<file path="config.mk">
export PLATFORM = sky130hd
export DESIGN_NAME = dual_pc_unit
export DESIGN_NICKNAME = d
export VERILOG_FILES = /design/src/rtl/dpc_pkg.sv /design/src/rtl/dpc_target.sv /design/src/rtl/dpc_loop.sv /design/src/rtl/dual_pc_unit.sv
export SDC_FILE = /design/constraint.sdc
export NUM_CORES = 1
export LEC_CHECK = 0
export BUFFER_PORTS_ARGS = -buffer_cell sky130_fd_sc_hd__buf_2
export CAP_MARGIN = 20
export CORE_ASPECT_RATIO = 1.5
export CORE_MARGIN = 2
export CORE_UTILIZATION = 65
export DETAILED_ROUTE_END_ITERATION = 6
export PLACE_DENSITY = 0.92
export SLEW_MARGIN = 20
export SYNTH_ARGS = -nofsm -noshare
export SYNTH_HDL_FRONTEND = slang
export SYNTH_SLANG_ARGS = --single-unit
</file>
<file path="constraint.sdc">
create_clock -name clk -period 10.15 [get_ports clk]
set_input_delay 0.5075 -clock clk [delete_from_list [all_inputs] [get_ports clk]]
set_output_delay 0.5075 -clock clk [all_outputs]
set_load 0.005 [all_outputs]
</file>
<file path="src/rtl/dpc_pkg.sv">
package dpc_pkg;
  typedef enum logic [1:0] {
    OP_SEQ = 2'b00,
    OP_SBR = 2'b01,
    OP_LBR = 2'b10,
    OP_REP = 2'b11
  } op_e;
endpackage

</file>
<file path="src/rtl/dpc_target.sv">
module dpc_target #(
  parameter int PC_W  = 20,
  parameter int LOC_W = 9,
  parameter int OFF_W = 9
) (
  input  logic            mode,
  input  logic [PC_W-1:0] pc,
  input  logic [PC_W-1:0] imm,
  output logic [PC_W-1:0] seq_pc,
  output logic [PC_W-1:0] sbr_pc,
  output logic [PC_W-1:0] lbr_pc,
  output logic [PC_W-1:0] last_pc,
  output logic [PC_W-1:0] skip_pc
);
  localparam int HI_W = PC_W - LOC_W;
  localparam int EXT_W = PC_W - OFF_W;

  logic [PC_W-1:0] mask, inc, s_ext, s_off, l_off, len_ext, len_off;

  always_comb begin
    mask    = mode ? {PC_W{1'b1}} : {{HI_W{1'b0}}, {LOC_W{1'b1}}};
    inc     = mode ? PC_W'(4) : PC_W'(1);
    s_ext   = {{EXT_W{imm[OFF_W-1]}}, imm[OFF_W-1:0]};
    s_off   = mode ? (s_ext << 2) : s_ext;
    l_off   = mode ? imm : {{2{imm[PC_W-1]}}, imm[PC_W-1:2]};
    len_ext = {{EXT_W{1'b0}}, imm[OFF_W-1:0]};
    len_off = mode ? (len_ext << 2) : len_ext;
    seq_pc  = (pc + inc) & mask;
    sbr_pc  = (pc + s_off) & mask;
    lbr_pc  = (pc + l_off) & mask;
    last_pc = (seq_pc + len_off) & mask;
    skip_pc = (last_pc + inc) & mask;
  end
endmodule

</file>
<file path="src/rtl/dpc_loop.sv">
module dpc_loop #(
  parameter int PC_W  = 20,
  parameter int CNT_W = 16
) (
  input  logic             clk,
  input  logic             rst,
  input  logic             step,
  input  logic             is_seq,
  input  logic             is_rep,
  input  logic [CNT_W-1:0] cnt,
  input  logic [PC_W-1:0]  pc,
  input  logic [PC_W-1:0]  arm_start,
  input  logic [PC_W-1:0]  arm_last,
  output logic             busy,
  output logic             wrap,
  output logic [PC_W-1:0]  start_pc
);
  logic [PC_W-1:0]  last_q;
  logic [CNT_W-1:0] rem_q;
  logic             at_end;

  assign at_end = busy && step && is_seq && (pc == last_q);
  assign wrap   = at_end && (rem_q > CNT_W'(1));

  always_ff @(posedge clk) begin
    if (rst) begin
      busy     <= 1'b0;
      start_pc <= '0;
      last_q   <= '0;
      rem_q    <= '0;
    end else if (step && is_rep) begin
      busy     <= (cnt != '0);
      start_pc <= arm_start;
      last_q   <= arm_last;
      rem_q    <= cnt;
    end else if (at_end) begin
      if (rem_q > CNT_W'(1)) rem_q <= rem_q - CNT_W'(1);
      else                   busy  <= 1'b0;
    end
  end
endmodule

</file>
<file path="src/rtl/dual_pc_unit.sv">
module dual_pc_unit #(
  parameter int PC_W     = 20,
  parameter int LOC_W    = 9,
  parameter int OFF_W    = 9,
  parameter int CNT_W    = 16,
  parameter int RESET_PC = 0
) (
  input  logic             clk,
  input  logic             rst,
  input  logic             step,
  input  logic             mode,
  input  logic [1:0]       op,
  input  logic             cond,
  input  logic [PC_W-1:0]  imm,
  input  logic [CNT_W-1:0] rep_count,
  output logic [PC_W-1:0]  pc,
  output logic             redirect,
  output logic             loop_busy
);
  import dpc_pkg::*;

  op_e             op_t;
  logic [PC_W-1:0] seq_pc, sbr_pc, lbr_pc, last_pc, skip_pc, start_pc;
  logic [PC_W-1:0] pc_nxt;
  logic            red_nxt, wrap;

  assign op_t = op_e'(op);

  dpc_target #(.PC_W(PC_W), .LOC_W(LOC_W), .OFF_W(OFF_W)) u_tgt (
    .mode(mode), .pc(pc), .imm(imm),
    .seq_pc(seq_pc), .sbr_pc(sbr_pc), .lbr_pc(lbr_pc),
    .last_pc(last_pc), .skip_pc(skip_pc)
  );

  dpc_loop #(.PC_W(PC_W), .CNT_W(CNT_W)) u_loop (
    .clk(clk), .rst(rst), .step(step),
    .is_seq(op_t == OP_SEQ), .is_rep(op_t == OP_REP),
    .cnt(rep_count), .pc(pc), .arm_start(seq_pc), .arm_last(last_pc),
    .busy(loop_busy), .wrap(wrap), .start_pc(start_pc)
  );

  always_comb begin
    pc_nxt  = pc;
    red_nxt = 1'b0;
    if (step) begin
      case (op_t)
        OP_SEQ: begin
          pc_nxt  = wrap ? start_pc : seq_pc;
          red_nxt = wrap && mode;
        end
        OP_SBR: begin
          pc_nxt  = cond ? sbr_pc : seq_pc;
          red_nxt = cond;
        end
        OP_LBR: begin
          pc_nxt  = lbr_pc;
          red_nxt = 1'b1;
        end
        default: begin
          pc_nxt  = (rep_count == '0) ? skip_pc : seq_pc;
          red_nxt = (rep_count == '0);
        end
      endcase
    end
  end

  always_ff @(posedge clk) begin
    if (rst) begin
      pc       <= PC_W'(RESET_PC);
      redirect <= 1'b0;
    end else begin
      pc       <= pc_nxt;
      redirect <= red_nxt;
    end
  end
endmodule

</file>
==> results of run 1 <==
==> stage by stage <==
stage	worst slack [ps]	hold WS [ps]	area, µm²	cells
floorplan	4950	432	8380	1125
global placement	4660	440	8680	1289
detailed placement	4510	446	8680	1289
CTS	4850	407	8970	1304
global route	4280	432	8970	1304
finish	4730	406	8970	1304
==> how the worst max path moves through the flow <==
stage | slack (ps) | to | depth (start not counted) | from
final | 4730 | pc[15] | 20 | mode
after detailed placement | 4510 | pc[15] | 20 | mode
after global placement | 4660 | pc[15] | 18 | mode
after CTS | 4850 | pc[15] | 20 | mode
after global routing | 4280 | pc[15] | 20 | mode
after floorplan | 4950 | pc[15] | 23 | mode
==> layout make-up <==
cell class,count,area (µm²),share of cell area (%)
Clock buffer,9,225,2.51
Clock inverter,6,61.3,0.683
Inverter,26,97.6,1.09
Multi-Input combinational cell,958,6460,72.0
Sequential cell,78,1560,17.4
Tap cell,156,195,2.18
Timing Repair Buffer,71,373,4.16
==> tightest hold or removal path, delay by kind of cell <==
family,cells,cell delay [ps]
buffers and inverters,1,90
AO/OA/AOI/OAI,1,50
AND/OR/NAND/NOR,1,70
==> registers in the layout, indices dropped and copies added (netlist names) <==
signal and count:
redirect 1, u_loop.start_pc 20, u_loop.rem_q 16, u_loop.last_q 20, pc 20, u_loop.busy 1
==> Yosys cell counts (11+ instances only) <==
cell      instances  area [µm²]
a211oi_1         29         218
a21o_1           25         188
a21oi_1          99         495
and2_1           11        68.8
clkbuf_1         49         184
dfxtp_1          78        1560
ha_1             56         701
inv_1            25        93.8
mux2_2           13         146
mux2i_1          17         170
nand2_1         111         417
nand2b_1         18         113
nand3_1          20         100
nand4_1          11        68.8
nor2_1          138         518
nor2b_1          16         100
nor3_1           32         160
nor4_1           16         100
o211ai_1         14         105
o21a_1           14         105
o21ai_0          64         320
xnor2_1          50         438
xor2_1           45         394
==> cell families (layout without fill, tap and decap cells) <==
family          Yosys count  after routing  share of synthesized area [%]
buf+inv                  89            112                           4.33
mux                      34             34                           4.53
fa+ha+maj                59             59                           9.08
compound gates          327            327                           25.6
simple gates            437            437                           26.3
flops                    78             78                           18.6
xor+xnor                101            101                           11.5
==> power by group through the flow <==
| stage | combinational (mW) | clock [mW] | sequential, mW |
|---|---|---|---|
| floorplan | 0.309 | 0 | 0.342 |
| global placement | 0.385 | 0 | 0.354 |
| CTS | 0.396 | 0.320 | 0.348 |
| finish | 0.405 | 0.319 | 0.349 |
| detailed placement | 0.391 | 0 | 0.354 |
| global route | 0.444 | 0.332 | 0.351 |
==> layer usage <==
layer | track usage, % | share of wire [%] | vias up
met5 | 0 | 0 | -
met4 | 21.6 | 5.4 | 0
met3 | 5.53 | 8.2 | 103
met2 | 63.0 | 48 | 463
met1 | 42.1 | 39 | 4126
li1 | - | - | 4133
==> flow_summary.ini, run 1 <==
[run_status]
outcome = complete, but fails checks
violations = design-rule violations

[final_layout]
layout_common_cells = nor2_1 (138), nand2_1 (110), a21oi_1 (99)
drive_gt1_share_pct = 11.8
nFillCells = 1052
final_util_pct = 71.7
layout.nets = 1246
areaGrowthSynthToFinish_pct = 7.08
n_antenna_cell = 0
final_common_cell = nor2_1

[power]
total_power_mw = 1.07
netSwitchingPower_mw = 0.398
p_leak_nw = 3.75
clkPwrFrac_pct = 29.7
intPower_mw = 0.675
peakVddDrop_uv = 95.4
power_density_nw_per_um2 = 120
seqPwrFrac_pct = 32.6
swShare_pct = 37.1
p_comb_share_pct = 37.7

[clock_tree]
cts.sink_count = 78
worstSkewPairLatency_ps = 340
cts.root.buffer_cell = clkbuf_16
cts_max_path_buffers = 2
cts_tree = done
cts.clk_slew.worst_paths_ps = 60
cts_setup_buffers = 0
htree_levels = 3
hold_buffers = 0
ctsResizeCount = 0
cts_buffers = 9

[placement]
gp_routability_congestion = 0.971
port_buffers = 64
dp_hpwl_um = 18800

[critical_path]
path_class = in -> reg
crit_chain = buf_2, buf_4, ha_1, a31oi_2, nor4_1, o21ai_0, inv_1, ha_1, a21o_1, a21oi_1, nand2_1, a211oi_1, a211o_1, nor3_2, xnor2_1, nor4_1, mux2_2, o41ai_2, nand3b_1, a21oi_1
crit_path_top_delay_cell = a31oi_2
timing.rr.start = pc[2]
path_max_fanout = 52
rrSetupSlack_ps = 5070
cp_data_arrival_time_ps = 5680
worst-path-buf-inv = 3
r2r_end = pc[15]
cp.required_ps = 10420
critPathCaptureType = flip-flop
reg2reg_depth = 18
start_kind = primary input
cpLargestDelayFamily = compound AO/OA/AOI/OAI gates
max_stage_delay_ps = 610

[global_routing]
grt_pass1_vias = 8497
antenna_found_initial = 0
grt_pass1_wl_um = 41100
grt_max_degree = 53
grt-ovfl-total = 0
grt_usage_pct = 36.3

[timing]
fin_crit_ps = 5420
hold_violations = 0
max_freq_mhz = 185
slew_headroom_pct = 31.5
maxSlewViolCount = 0
rsz0062_at_grt = false
worst_pin_slew_ps = 1030
setup-violations-final = 0
period_share_pct = 53.4
fin_tns_setup_ps = 0
skew_ps = 10.7

[route]
drt-initial-drc-count = 785
ant_nets = 0
dr_total_vias = 8825
wl_per_cell_um = 19.4
remaining_drc_errors = 5
firstDrtPassIters = 7
vias_per_cell = 6.77
drt-total-wl_um = 25300

[die]
die_h_um = 143
die_area_um2 = 13800
initial_core_util_pct = 67.0
ios = 65
num_rows = 50
coreArea_um2 = 12500
fp.dieW_um = 96.7

[logic_synthesis]
syn_nets = 1227
ys_ff_latch = 78
synth_edf_count = 0
synth_cell_types = 90
synth-seq-area-share_pct = 18.6
synthArstFlopShare_pct = 0
syn_area_per_cell_um2 = 7.45
syn-cell-area_um2 = 8380
yosys_warnings = 0
synth_cells = 1125
synth_flop_cell = dfxtp_1

[worst_hold_path]
hold_path.class = in -> reg
min_from = rep_count[13]
min_path_cells = 3
min_to = u_loop.rem_q[13]

[run]
maxCapViolations = 0
No activity file was read; power rests on OpenSTA's default activity.
==> inputs of run 2 (changes only) <==
ABC_AREA = 1   (was unset)
CORE_UTILIZATION = 57   (was 65)
PLACE_DENSITY = 0.86   (was 0.92)
clock period = 4.9 ns   (was 10.15 ns; I/O delays follow)
==> run 2 against run 1 <==
The run now ends clean. Clock power increased by 140%. Clock-buffer cell count rose by 1. Clock skew increased by 2.7 ps. Design area up 5.2%. Synthesized cell count is 28% higher. Global-route usage is 2.9 points higher. Routed wire length up 26%. Synthesized area grew 3.1%. Total power up 110%. Critical path type is now reg -> reg. Highest routed layer unchanged.
==> flow_summary.ini, run 2 <==
[final_layout]
drive_gt1_share_pct = 10.8
n_antenna_cell = 0
top_regs = pc x20, u_loop.last_q x20, u_loop.start_pc x20
nFillCells = 1450
areaGrowthSynthToFinish_pct = 9.28
layout_common_cells = nand2_1 (320), inv_1 (151), o21ai_0 (142)
layout.nets = 1580
final_common_cell = nand2_1
fin_cells = 1682

[route]
drt-total-wl_um = 31900
drt-initial-drc-count = 1253
wl_per_cell_um = 19.0
ant_nets = 0
firstDrtPassIters = 6
dr_total_vias = 10500
met2_length_um = 14700
drt-met1-wl_um = 11700
route.met3.wl_um = 2850
vias_per_cell = 6.27
top_layer_used = met4
remaining_drc_errors = 0

[die]
die_h_um = 155
coreArea_um2 = 14900
die_area_um2 = 16200
num_rows = 55
initial_core_util_pct = 57.8
fp.dieW_um = 105
ios = 65

[clock_tree]
htree_levels = 3
cts_setup_buffers = 0
cts.sink_count = 78
hold_buffers = 0
cts.root.buffer_cell = clkbuf_16
worstSkewPairLatency_ps = 350
cts_tree = done
cts_max_path_buffers = 2
cts.clk_slew.worst_paths_ps = 70
ctsResizeCount = 0
cts_buffers = 9

[global_routing]
antenna_found_initial = 0
grt_pass1_vias = 9965
grt-ovfl-total = 0
grt_pass1_wl_um = 50200
grt_usage_pct = 39.2
grt_max_degree = 82

[power]
peakVddDrop_uv = 188
power_density_nw_per_um2 = 244
p_leak_nw = 4.57

[critical_path]
crit_top_cell = nand2_1
path_class = reg -> reg
cp_data_arrival_time_ps = 4480
reg2reg_depth = 22
critPathCaptureType = flip-flop
crit_chain = ha_1, nand3_2, nand2_2, nand4_1, nand2_1, inv_1, nor2_1, ha_1, a21oi_1, nor2_1, o21bai_1, nand2_1, nand2_1, nand2_2, nor2_2, nand3b_1, nor2_1, nand4_1, nand3_1, nand3_1, nand2_1, inv_1
timing.rr.start = pc[2]
cp.required_ps = 5140
crit_path_end = pc[19]
crit_path_top_delay_cell = ha_1
rrSetupSlack_ps = 660
max_stage_delay_ps = 430
start_kind = flip-flop
r2r_end = pc[19]
startpoint = pc[2]
path_max_fanout = 12

[placement]
dp_hpwl_um = 23800
gp_routability_congestion = 1.05
port_buffers = 64
dpl.cell_count = 1666
pre_cts_slack_ps = 716

[logic_synthesis]
synth_common_cells = nand2_1 (320), inv_1 (151), o21ai_0 (142), nor2_1 (133), a21oi_1 (131)
synth_top_area_share_pct = 18.1
syn_area_per_cell_um2 = 6.01
syn-cell-area_um2 = 8640
synth_flop_cell = dfxtp_1
synth_cells = 1438
synth_cell_types = 53
synth_edf_count = 0
yosysTopAreaCell = dfxtp_1
syn_nets = 1540
synth_area_leaders = dfxtp_1 (18%), nand2_1 (14%), o21ai_0 (8.2%)
ys_ff_latch = 78
yosys_warnings = 0
yosysMostFrequentCell = nand2_1
synthArstFlopShare_pct = 0
synth-seq-area-share_pct = 18.1

[timing]
max_freq_mhz = 236
slew_headroom_pct = 37.7
worst_pin_slew_ps = 932
fin_tns_setup_ps = 0
setup-violations-final = 0
maxSlewViolCount = 0
fin_crit_ps = 4240
skew_ps = 13.4
period_share_pct = 86.5
rsz0062_at_grt = false
hold_violations = 0
fin_ws_ps = 662

[worst_hold_path]
hold_path.class = in -> reg

[run]
maxCapViolations = 0

[run_status]
outcome = complete, no violations
## run 2: worst min path at each step
stage                           startpoint                to  slack, ps  depth (start not counted)
after CTS                     rep_count[0]   u_loop.rem_q[0]        180                          3
after global routing          rep_count[0]   u_loop.rem_q[0]        200                          3
after detailed placement  u_loop.rem_q[14]  u_loop.rem_q[14]        470                          2
after global placement     u_loop.rem_q[7]   u_loop.rem_q[7]        460                          2
final                         rep_count[0]   u_loop.rem_q[0]        180                          3
after floorplan               rep_count[0]   u_loop.rem_q[0]        420                          2
## run 2: cell type report
type	instances	area [µm²]	area share (%)
Clock buffer	10	239	2.53
Clock inverter	6	93.8	0.994
Inverter	168	631	6.68
Multi-Input combinational cell	1145	6260	66.3
Sequential cell	78	1560	16.5
Tap cell	199	249	2.64
Timing Repair Buffer	76	410	4.35
## run 2: metal layers
metal	track usage, %	vias up
met5	0	-
met4	30.1	0
met3	5.82	170
met2	65.1	616
met1	45.0	4792
li1	-	4962
## run 2: through the flow
stage	power (mW)	utilization (%)	instance area, µm²	hold WS, ps
after CTS	2.27	63.2	9440	181
after detailed placement	1.52	61.0	9110	475
after floorplan	1.29	-	8640	415
after global routing	2.42	63.2	9440	199
after global placement	1.51	61.0	9110	457
final	2.31	63.2	9440	179
## run 2: worst max-delay path, delay by kind of cell, from the launching register on
family                     cells  cell delay, ps
DFF                            1             410
adders and majority gates      2             780
AOI/OAI and AO/OA              2             490
buffers and inverters          2              80
and+or+nand+nor               16            2380
## run 2: kinds of logic (layout without fill, tap and decap cells)
family	count (synthesis)	count (layout)	share of synthesized area, %
AOI/OAI and AO/OA	364	364	23.8
xor gates and xnor gates	48	48	4.87
adders and majority gates	59	59	8.81
buffers and inverters	215	260	9.59
DFF	78	78	18.1
and+or+nand+nor	674	674	34.9
## run 2: power breakdown
| group | internal (mW) | total (mW) | switching (mW) |
|---|---|---|---|
| logic | 0.270 | 0.813 | 0.544 |
| clock network | 0.464 | 0.764 | 0.300 |
| registers | 0.669 | 0.729 | 0.0599 |
| total | 1.40 | 2.31 | 0.903 |
